==> src/rtl/twp_pkg.sv <==
// Shared types for the three-wire register port.
// Assumes nothing beyond standard SystemVerilog packages.
package twp_pkg;

    // Frame controller states.
    typedef enum logic [2:0] {
        ST_IDLE,     // select high, nothing in progress
        ST_SHIFT,    // collecting header or write bits
        ST_RD_LOAD,  // read request out, capture register data
        ST_RD_RUN,   // shifting read data onto the line
        ST_DONE      // read finished, wait for select to rise
    } twp_state_e;

endpackage

==> src/rtl/twp_sync.sv <==
// Two-stage synchroniser with edge detection for a vector of asynchronous
// inputs. Each bit resets to its own value from RST_VAL. Edges are found by
// comparing the synchronised sample with the one from the previous cycle.
// Assumes every input stays stable for several clk cycles between changes.
module twp_sync #(
    parameter int          W       = 3,
    parameter logic [W-1:0] RST_VAL = '0
) (
    input  logic         clk,
    input  logic         rst_n,
    input  logic [W-1:0] din,
    output logic [W-1:0] lvl,
    output logic [W-1:0] rise,
    output logic [W-1:0] fall
);

    for (genvar i = 0; i < W; i++) begin : g_bit
        logic s1, s2, s3;

        // Metastability filter and one-cycle history for edge detection.
        always_ff @(posedge clk) begin
            if (!rst_n) begin
                s1 <= RST_VAL[i];
                s2 <= RST_VAL[i];
                s3 <= RST_VAL[i];
            end else begin
                s1 <= din[i];
                s2 <= s1;
                s3 <= s2;
            end
        end

        assign lvl[i]  = s2;
        assign rise[i] = s2 & ~s3;
        assign fall[i] = ~s2 & s3;
    end

endmodule

==> src/rtl/twp_addr_decode.sv <==
// Address existence check: an address is accepted when its bit in the mask
// is set. Purely combinational; assumes the mask covers 2**ADDR_W addresses.
module twp_addr_decode #(
    parameter int                    ADDR_W     = 6,
    parameter logic [2**ADDR_W-1:0]  VALID_MASK = '1
) (
    input  logic [ADDR_W-1:0] addr,
    output logic              hit
);

    // Mask lookup for the candidate address.
    always_comb hit = VALID_MASK[addr];

endmodule

==> src/rtl/twp_frame_ctrl.sv <==
// Frame controller for the three-wire port. Consumes synchronised select
// and SCLK edge pulses, assembles the 16-bit frame, raises write strobes and
// read requests, and shifts read data out on falling edges.
// Assumes the select level and edge pulses come from twp_sync, and that
// successive SCLK edges are several clk cycles apart.
module twp_frame_ctrl
    import twp_pkg::*;
#(
    parameter int ADDR_W = 6,
    parameter int DATA_W = 8
) (
    input  logic              clk,
    input  logic              rst_n,
    input  logic              cs_n_s,
    input  logic              sck_rise,
    input  logic              sck_fall,
    input  logic              sdi_s,
    output logic [ADDR_W-1:0] wr_cand,
    output logic [ADDR_W-1:0] rd_cand,
    input  logic              wr_hit,
    input  logic              rd_hit,
    output logic              wr_stb,
    output logic [ADDR_W-1:0] wr_addr,
    output logic [DATA_W-1:0] wr_data,
    output logic              rd_req,
    output logic [ADDR_W-1:0] rd_addr,
    input  logic [DATA_W-1:0] rd_data,
    output logic              sdo,
    output logic              sdo_oe
);

    localparam int HDR_W   = 1 + ADDR_W;
    localparam int FRAME_W = HDR_W + 1 + DATA_W;
    localparam int SH_W    = FRAME_W - 1;
    localparam int CNT_W   = $clog2(FRAME_W + 1);

    localparam logic [CNT_W-1:0] C_HDR_LAST = CNT_W'(HDR_W - 1);
    localparam logic [CNT_W-1:0] C_HDR      = CNT_W'(HDR_W);
    localparam logic [CNT_W-1:0] C_SHIFT_LO = CNT_W'(HDR_W + 2);
    localparam logic [CNT_W-1:0] C_LAST     = CNT_W'(FRAME_W - 1);
    localparam logic [CNT_W-1:0] C_FRAME    = CNT_W'(FRAME_W);

    twp_state_e        state;
    logic [SH_W-1:0]   shreg;
    logic [CNT_W-1:0]  cnt;
    logic [DATA_W-1:0] obuf;
    logic              rd_hit_q;

    // Candidate addresses as they stand on the edge that completes them.
    assign rd_cand = {shreg[ADDR_W-2:0], sdi_s};
    assign wr_cand = shreg[SH_W-2 -: ADDR_W];

    // Frame sequencing, commit pulses and read data shifting.
    always_ff @(posedge clk) begin
        if (!rst_n) begin
            state    <= ST_IDLE;
            shreg    <= '0;
            cnt      <= '0;
            obuf     <= '0;
            rd_hit_q <= 1'b0;
            wr_stb   <= 1'b0;
            wr_addr  <= '0;
            wr_data  <= '0;
            rd_req   <= 1'b0;
            rd_addr  <= '0;
            sdo      <= 1'b0;
            sdo_oe   <= 1'b0;
        end else begin
            wr_stb <= 1'b0;
            rd_req <= 1'b0;
            if (cs_n_s) begin
                state  <= ST_IDLE;
                cnt    <= '0;
                sdo_oe <= 1'b0;
            end else begin
                case (state)
                    ST_IDLE: begin
                        state <= ST_SHIFT;
                        cnt   <= '0;
                    end
                    ST_SHIFT: begin
                        if (sck_rise) begin
                            shreg <= {shreg[SH_W-2:0], sdi_s};
                            if (cnt == C_HDR_LAST && shreg[HDR_W-2]) begin
                                rd_addr  <= rd_cand;
                                rd_req   <= rd_hit;
                                rd_hit_q <= rd_hit;
                                cnt      <= C_HDR;
                                state    <= ST_RD_LOAD;
                            end else if (cnt == C_LAST) begin
                                wr_addr <= wr_cand;
                                wr_data <= {shreg[DATA_W-2:0], sdi_s};
                                wr_stb  <= wr_hit;
                                cnt     <= '0;
                            end else begin
                                cnt <= cnt + 1'b1;
                            end
                        end
                    end
                    ST_RD_LOAD: begin
                        obuf  <= rd_hit_q ? rd_data : '0;
                        state <= ST_RD_RUN;
                    end
                    ST_RD_RUN: begin
                        if (sck_rise && cnt != C_FRAME) begin
                            cnt <= cnt + 1'b1;
                        end
                        if (sck_fall) begin
                            if (cnt == C_HDR) begin
                                sdo_oe <= 1'b1;
                                sdo    <= obuf[DATA_W-1];
                                obuf   <= {obuf[DATA_W-2:0], 1'b0};
                            end else if (cnt >= C_SHIFT_LO && cnt <= C_LAST) begin
                                sdo    <= obuf[DATA_W-1];
                                obuf   <= {obuf[DATA_W-2:0], 1'b0};
                            end else if (cnt == C_FRAME) begin
                                sdo_oe <= 1'b0;
                                state  <= ST_DONE;
                            end
                        end
                    end
                    default: begin
                        sdo_oe <= 1'b0;
                    end
                endcase
            end
        end
    end

endmodule

==> src/rtl/tri_wire_reg_port.sv <==
// Top of the three-wire register port: synchroniser, frame controller and
// address decoders. The pad buffer is outside; sdio_oe selects its direction.
// Assumes clk runs at least ten times faster than SCLK.
module tri_wire_reg_port #(
    parameter int                   ADDR_W     = 6,
    parameter int                   DATA_W     = 8,
    parameter logic [2**ADDR_W-1:0] VALID_MASK = (2**ADDR_W)'(64'h0000_0000_0000_0FFE)
) (
    input  logic              clk,
    input  logic              rst_n,
    input  logic              cs_n_i,
    input  logic              sclk_i,
    input  logic              sdio_i,
    output logic              sdio_o,
    output logic              sdio_oe,
    output logic              wr_stb,
    output logic [ADDR_W-1:0] wr_addr,
    output logic [DATA_W-1:0] wr_data,
    output logic              rd_req,
    output logic [ADDR_W-1:0] rd_addr,
    input  logic [DATA_W-1:0] rd_data
);

    logic [2:0]        s_lvl, s_rise, s_fall;
    logic              cs_n_s, sck_rise, sck_fall, sdi_s;
    logic [ADDR_W-1:0] wr_cand, rd_cand;
    logic              wr_hit, rd_hit;

    // Bit order {select, clock, data}; select resets inactive (high).
    twp_sync #(.W(3), .RST_VAL(3'b100)) u_sync (
        .clk  (clk),
        .rst_n(rst_n),
        .din  ({cs_n_i, sclk_i, sdio_i}),
        .lvl  (s_lvl),
        .rise (s_rise),
        .fall (s_fall)
    );

    assign cs_n_s   = s_lvl[2];
    assign sck_rise = s_rise[1];
    assign sck_fall = s_fall[1];
    assign sdi_s    = s_lvl[0];

    twp_addr_decode #(.ADDR_W(ADDR_W), .VALID_MASK(VALID_MASK)) u_dec_wr (
        .addr(wr_cand),
        .hit (wr_hit)
    );

    twp_addr_decode #(.ADDR_W(ADDR_W), .VALID_MASK(VALID_MASK)) u_dec_rd (
        .addr(rd_cand),
        .hit (rd_hit)
    );

    twp_frame_ctrl #(.ADDR_W(ADDR_W), .DATA_W(DATA_W)) u_ctrl (
        .clk     (clk),
        .rst_n   (rst_n),
        .cs_n_s  (cs_n_s),
        .sck_rise(sck_rise),
        .sck_fall(sck_fall),
        .sdi_s   (sdi_s),
        .wr_cand (wr_cand),
        .rd_cand (rd_cand),
        .wr_hit  (wr_hit),
        .rd_hit  (rd_hit),
        .wr_stb  (wr_stb),
        .wr_addr (wr_addr),
        .wr_data (wr_data),
        .rd_req  (rd_req),
        .rd_addr (rd_addr),
        .rd_data (rd_data),
        .sdo     (sdio_o),
        .sdo_oe  (sdio_oe)
    );

endmodule

==> config.mk <==
export PLATFORM = sky130hd
export DESIGN_NAME = tri_wire_reg_port
export DESIGN_NICKNAME = d
export VERILOG_FILES = /design/src/rtl/twp_pkg.sv /design/src/rtl/twp_sync.sv /design/src/rtl/twp_addr_decode.sv /design/src/rtl/twp_frame_ctrl.sv /design/src/rtl/tri_wire_reg_port.sv
export SDC_FILE = /design/constraint.sdc
export NUM_CORES = 1
export LEC_CHECK = 0
export BUFFER_PORTS_ARGS = -buffer_cell sky130_fd_sc_hd__buf_2
export CORE_ASPECT_RATIO = 1.5
export CORE_MARGIN = 4
export CORE_UTILIZATION = 40
export CTS_CLUSTER_DIAMETER = 150
export DETAILED_ROUTE_END_ITERATION = 8
export SYNTH_ARGS = -nofsm -noshare
export SYNTH_HDL_FRONTEND = slang
export SYNTH_SLANG_ARGS = --single-unit
==> constraint.sdc <==
create_clock -name clk -period 2.3 [get_ports clk]
set_input_delay 0.345 -clock clk [delete_from_list [all_inputs] [get_ports clk]]
set_output_delay 0.345 -clock clk [all_outputs]
set_load 0.01 [all_outputs]
==> flow_summary.yaml <==
setup_path:
  worstPathRequired_ns: 2.56
  arrival_ns: 2.36
  r2r_cells: 8
  cp_cell_sequence: "ha_1 > and3_1 > ha_1 > nand4b_1 > o211ai_2 > a221o_1 > buf_4 > mux2i_1"
  timing.rr.end: "u_ctrl.obuf[2]"
  critPathSlowestCell: "a221o_1"
  path_buf_inv: 1
  crit_family: "compound AO/OA/AOI/OAI gates"
  worst_setup_path_end_kind: "register"
  cpMostUsedCell: "ha_1"
  reg2reg_from: "u_ctrl.cnt[0]"
  worst-path-max-fanout: 5
  slowest_delay_ns: 0.36
  ff2ff_setup_slack_ns: 0.20
  startpoint_type: "register"
  path_class: "register to register"
die:
  rows: 37
  io_pins: 37
  core_area_um2: 6900
  die_x_um: 76.8
  initial_core_util_pct: 41.2
  die_h_um: 111
  die_area_um2: 8550
min_path:
  min_path_type: "primary input to register"
  worst_hold_startpoint: "cs_n_i"
  min_path_cells: 2
  min_to: "u_sync.g_bit[2].s1"
cells_and_area:
  drive_gt1_share_pct: 19.9
  multi_input_area_um2: 1440
  fin_nets: 375
  insertedDiodeCount: 0
  fillCellCount: 665
  regArea_um2: 1240
  final_common_cell: "dfxtp_1"
  final_cell_mix: "dfxtp_1, buf_2, mux2i_1"
  syn2layout_area_growth_pct: 16.8
grt:
  grt_pass1_wl_mm: 10.7
  grt_overflow: 0
  antenna_found_initial: 0
  first_global_vias: 2323
  grt_busiest_layer: "met2"
  gr-usage-met2_pct: 26.5
  grt_util_met1_pct: 17.4
  grt_max_degree: 39
  grt.total_usage_pct: 15.7
  met3_usage_pct: 4.63
detailed_routing:
  routed_wl_mm: 6.47
  vias: 2330
  route.detailed.drc: 0
  vias_per_cell: 5.31
  drtIter0Drc: 146
  ant_nets: 0
  wl_per_cell_um: 14.7
  dr.pass1.iters: 4
yosys:
  yosysWarnings: 0
  synthesis.nets: 333
  avgSynthCellArea_um2: 9.06
  synth_flop_cell: "dfxtp_1"
  synth_seq_cells: 62
  syn-cell-area_um2: 2840
  synth_sequential_area_ratio_pct: 43.6
  async_flop_share_pct: 0
  syn_inst: 314
  yosysUniqueCellTypes: 45
  synth_edf_count: 0
clock_network:
  clk_pin_slew_ns: 0.07
  hold_buffers: 0
  insertion_delay_ns: 0.35
  cts_tree: "built"
  htree_levels: 3
  cts-root-buf: "clkbuf_8"
  clkSinkCount: 62
  numCtsBuffers: 9
  clockBufferDepth: 2
placement:
  port_buffers: 36
  gp_congestion: 0.877
  dp_hpwl_mm: 4.61
sta:
  rsz0062_at_grt: "no"
  max_freq_ghz: 0.477
  min_period_over_period_pct: 91.1
  setup_violations: 0
  tns_ns: 0
  holdWs_ns: 0.179
  slew-limit-headroom_pct: 54.1
  clock_skew_ns: 0.00674
  hold_viol_final: 0
  tightest_slew_ns: 0.681
  period_needed_ns: 2.10
  slew_viol_final: 0
power_and_ir_drop:
  pwr-share-seq_pct: 51.5
  power_switching_w: 0.000449
  swShare_pct: 21.3
  pwr-share-comb_pct: 2.5
  vdd_drop_max_mv: 0.448
  clockPowerShare_pct: 46.0
  p_leak_nw: 1.47
  internal_power_w: 0.00166
  powerDensity_nw_per_um2: 634
status:
  status: "finished, final reports clean"
run:
  drv_cap: 0
==> how the worst max path moves through the flow <==
stage | start | endpoint | slack, ns | cells past startpoint
global placement | u_ctrl.cnt[0] | u_ctrl.sdo | 0.27 | 7
detailed placement | u_ctrl.cnt[0] | u_ctrl.sdo | 0.22 | 7
finish | u_ctrl.cnt[0] | u_ctrl.obuf[2] | 0.20 | 8
floorplan | u_ctrl.cnt[0] | u_ctrl.obuf[0] | 0.27 | 8
global route | u_ctrl.cnt[0] | u_ctrl.sdo | 0.04 | 7
CTS | u_ctrl.cnt[0] | u_ctrl.sdo | 0.20 | 7
==> metal layers <==
| layer | share of wire [%] | vias to the layer above |
|---|---|---|
| li1 | - | 1186 |
| met1 | 43 | 1083 |
| met2 | 51 | 46 |
| met3 | 4.0 | 15 |
| met4 | 2.5 | 0 |
| met5 | 0 | - |
==> synth_stat cells (2+ instances only) <==
master | n | area share, %
a2111oi_0 | 2 | 0.62
a211oi_1 | 2 | 0.53
a21boi_0 | 8 | 2.1
a21oi_1 | 12 | 2.1
a31oi_1 | 2 | 0.44
a32o_1 | 3 | 1.1
a32oi_1 | 2 | 0.62
and2_1 | 5 | 1.1
and3_1 | 9 | 2.0
and4bb_2 | 3 | 1.3
buf_2 | 4 | 0.70
buf_6 | 3 | 1.2
clkbuf_1 | 10 | 1.3
dfxtp_1 | 62 | 44
ha_1 | 6 | 2.6
inv_1 | 16 | 2.1
mux2i_1 | 29 | 10
nand2_1 | 28 | 3.7
nand2b_1 | 8 | 1.8
nand3_1 | 19 | 3.3
nand4_2 | 2 | 0.88
nor2_1 | 20 | 2.6
nor2b_1 | 15 | 3.3
nor3_1 | 4 | 0.70
nor4_1 | 4 | 0.88
o2111ai_1 | 2 | 0.62
o21a_1 | 3 | 0.79
o21ai_0 | 14 | 2.5
==> power by group through the flow <==
stage / Combinational [W] / Sequential (W) / Clock [W]
floorplan: 0.0000321 / 0.00111 / 0
global placement: 0.0000523 / 0.00111 / 0
detailed placement: 0.0000530 / 0.00111 / 0
CTS: 0.0000534 / 0.00108 / 0.000995
global route: 0.0000577 / 0.00108 / 0.00104
finish: 0.0000525 / 0.00108 / 0.000968
==> kinds of logic (layout without fill, tap and decap cells) <==
group | Yosys count | count (layout) | share of synthesized area, %
adder cells (fa/ha/maj) | 6 | 6 | 2.64
AO/OA/AOI/OAI | 57 | 57 | 13.7
multiplexers | 29 | 29 | 10.2
flip-flops | 62 | 62 | 43.6
buffers and inverters | 35 | 82 | 5.72
AND/OR/NAND/NOR | 124 | 124 | 23.8
XOR/XNOR | 1 | 1 | 0.308
==> area by class of cell <==
class                      count  share of cell area [%]
multi-input combinational    217                    43.4
sequential                    62                    37.4
timing repair buffer          49                    8.36
clock buffer                  12                    4.67
tap                           78                    2.94
inverter                      17                    1.92
clock inverter                 4                    1.36
==> sequential cells by signal (all words and copies together), names as in the netlist <==
| register | cells |
|---|---|
| u_sync.g_bit.s3 | 1 |
| u_ctrl.cnt | 5 |
| u_sync.g_bit.s2 | 3 |
| u_ctrl.rd_hit_q | 1 |
| u_ctrl.sdo | 1 |
| u_ctrl.sdo_oe | 1 |
| u_sync.g_bit.s1 | 3 |
| u_ctrl.state | 3 |
| u_ctrl.wr_addr | 6 |
| u_ctrl.obuf | 8 |
| u_ctrl.wr_stb | 1 |
| u_ctrl.wr_data | 8 |
| u_ctrl.shreg | 14 |
| u_ctrl.rd_req | 1 |
| u_ctrl.rd_addr | 6 |
==> worst reg2reg max path: stages, from the launching register on <==
cell	delay, ns
dfxtp_1	0.34
ha_1	0.21
and3_1	0.24
ha_1	0.25
nand4b_1	0.15
o211ai_2	0.14
a221o_1	0.36
buf_4	0.17
mux2i_1	0.17
==> repair_timing <==
item	CTS	global route
resized for setup	0	1
hold endpoints to repair	0	0
endpoints found under the setup margin	0	1
setup buffers	0	0
==> metrics by stage <==
step / total power (W) / cell area, um2 / std cells / utilization [%] / setup slack, ns
3_5_place_dp: 0.00116 / 3120 / 423 / 45.2 / 0.223
6_report: 0.00210 / 3320 / 439 / 48.2 / 0.204
4_1_cts: 0.00213 / 3320 / 439 / 48.1 / 0.195
3_3_place_gp: 0.00116 / 3120 / 423 / 45.2 / 0.269
2_1_floorplan: 0.00114 / 2840 / 314 / - / 0.273
5_1_grt: 0.00218 / 3320 / 439 / 48.2 / 0.0390
Power figures use the tool's default switching activity.
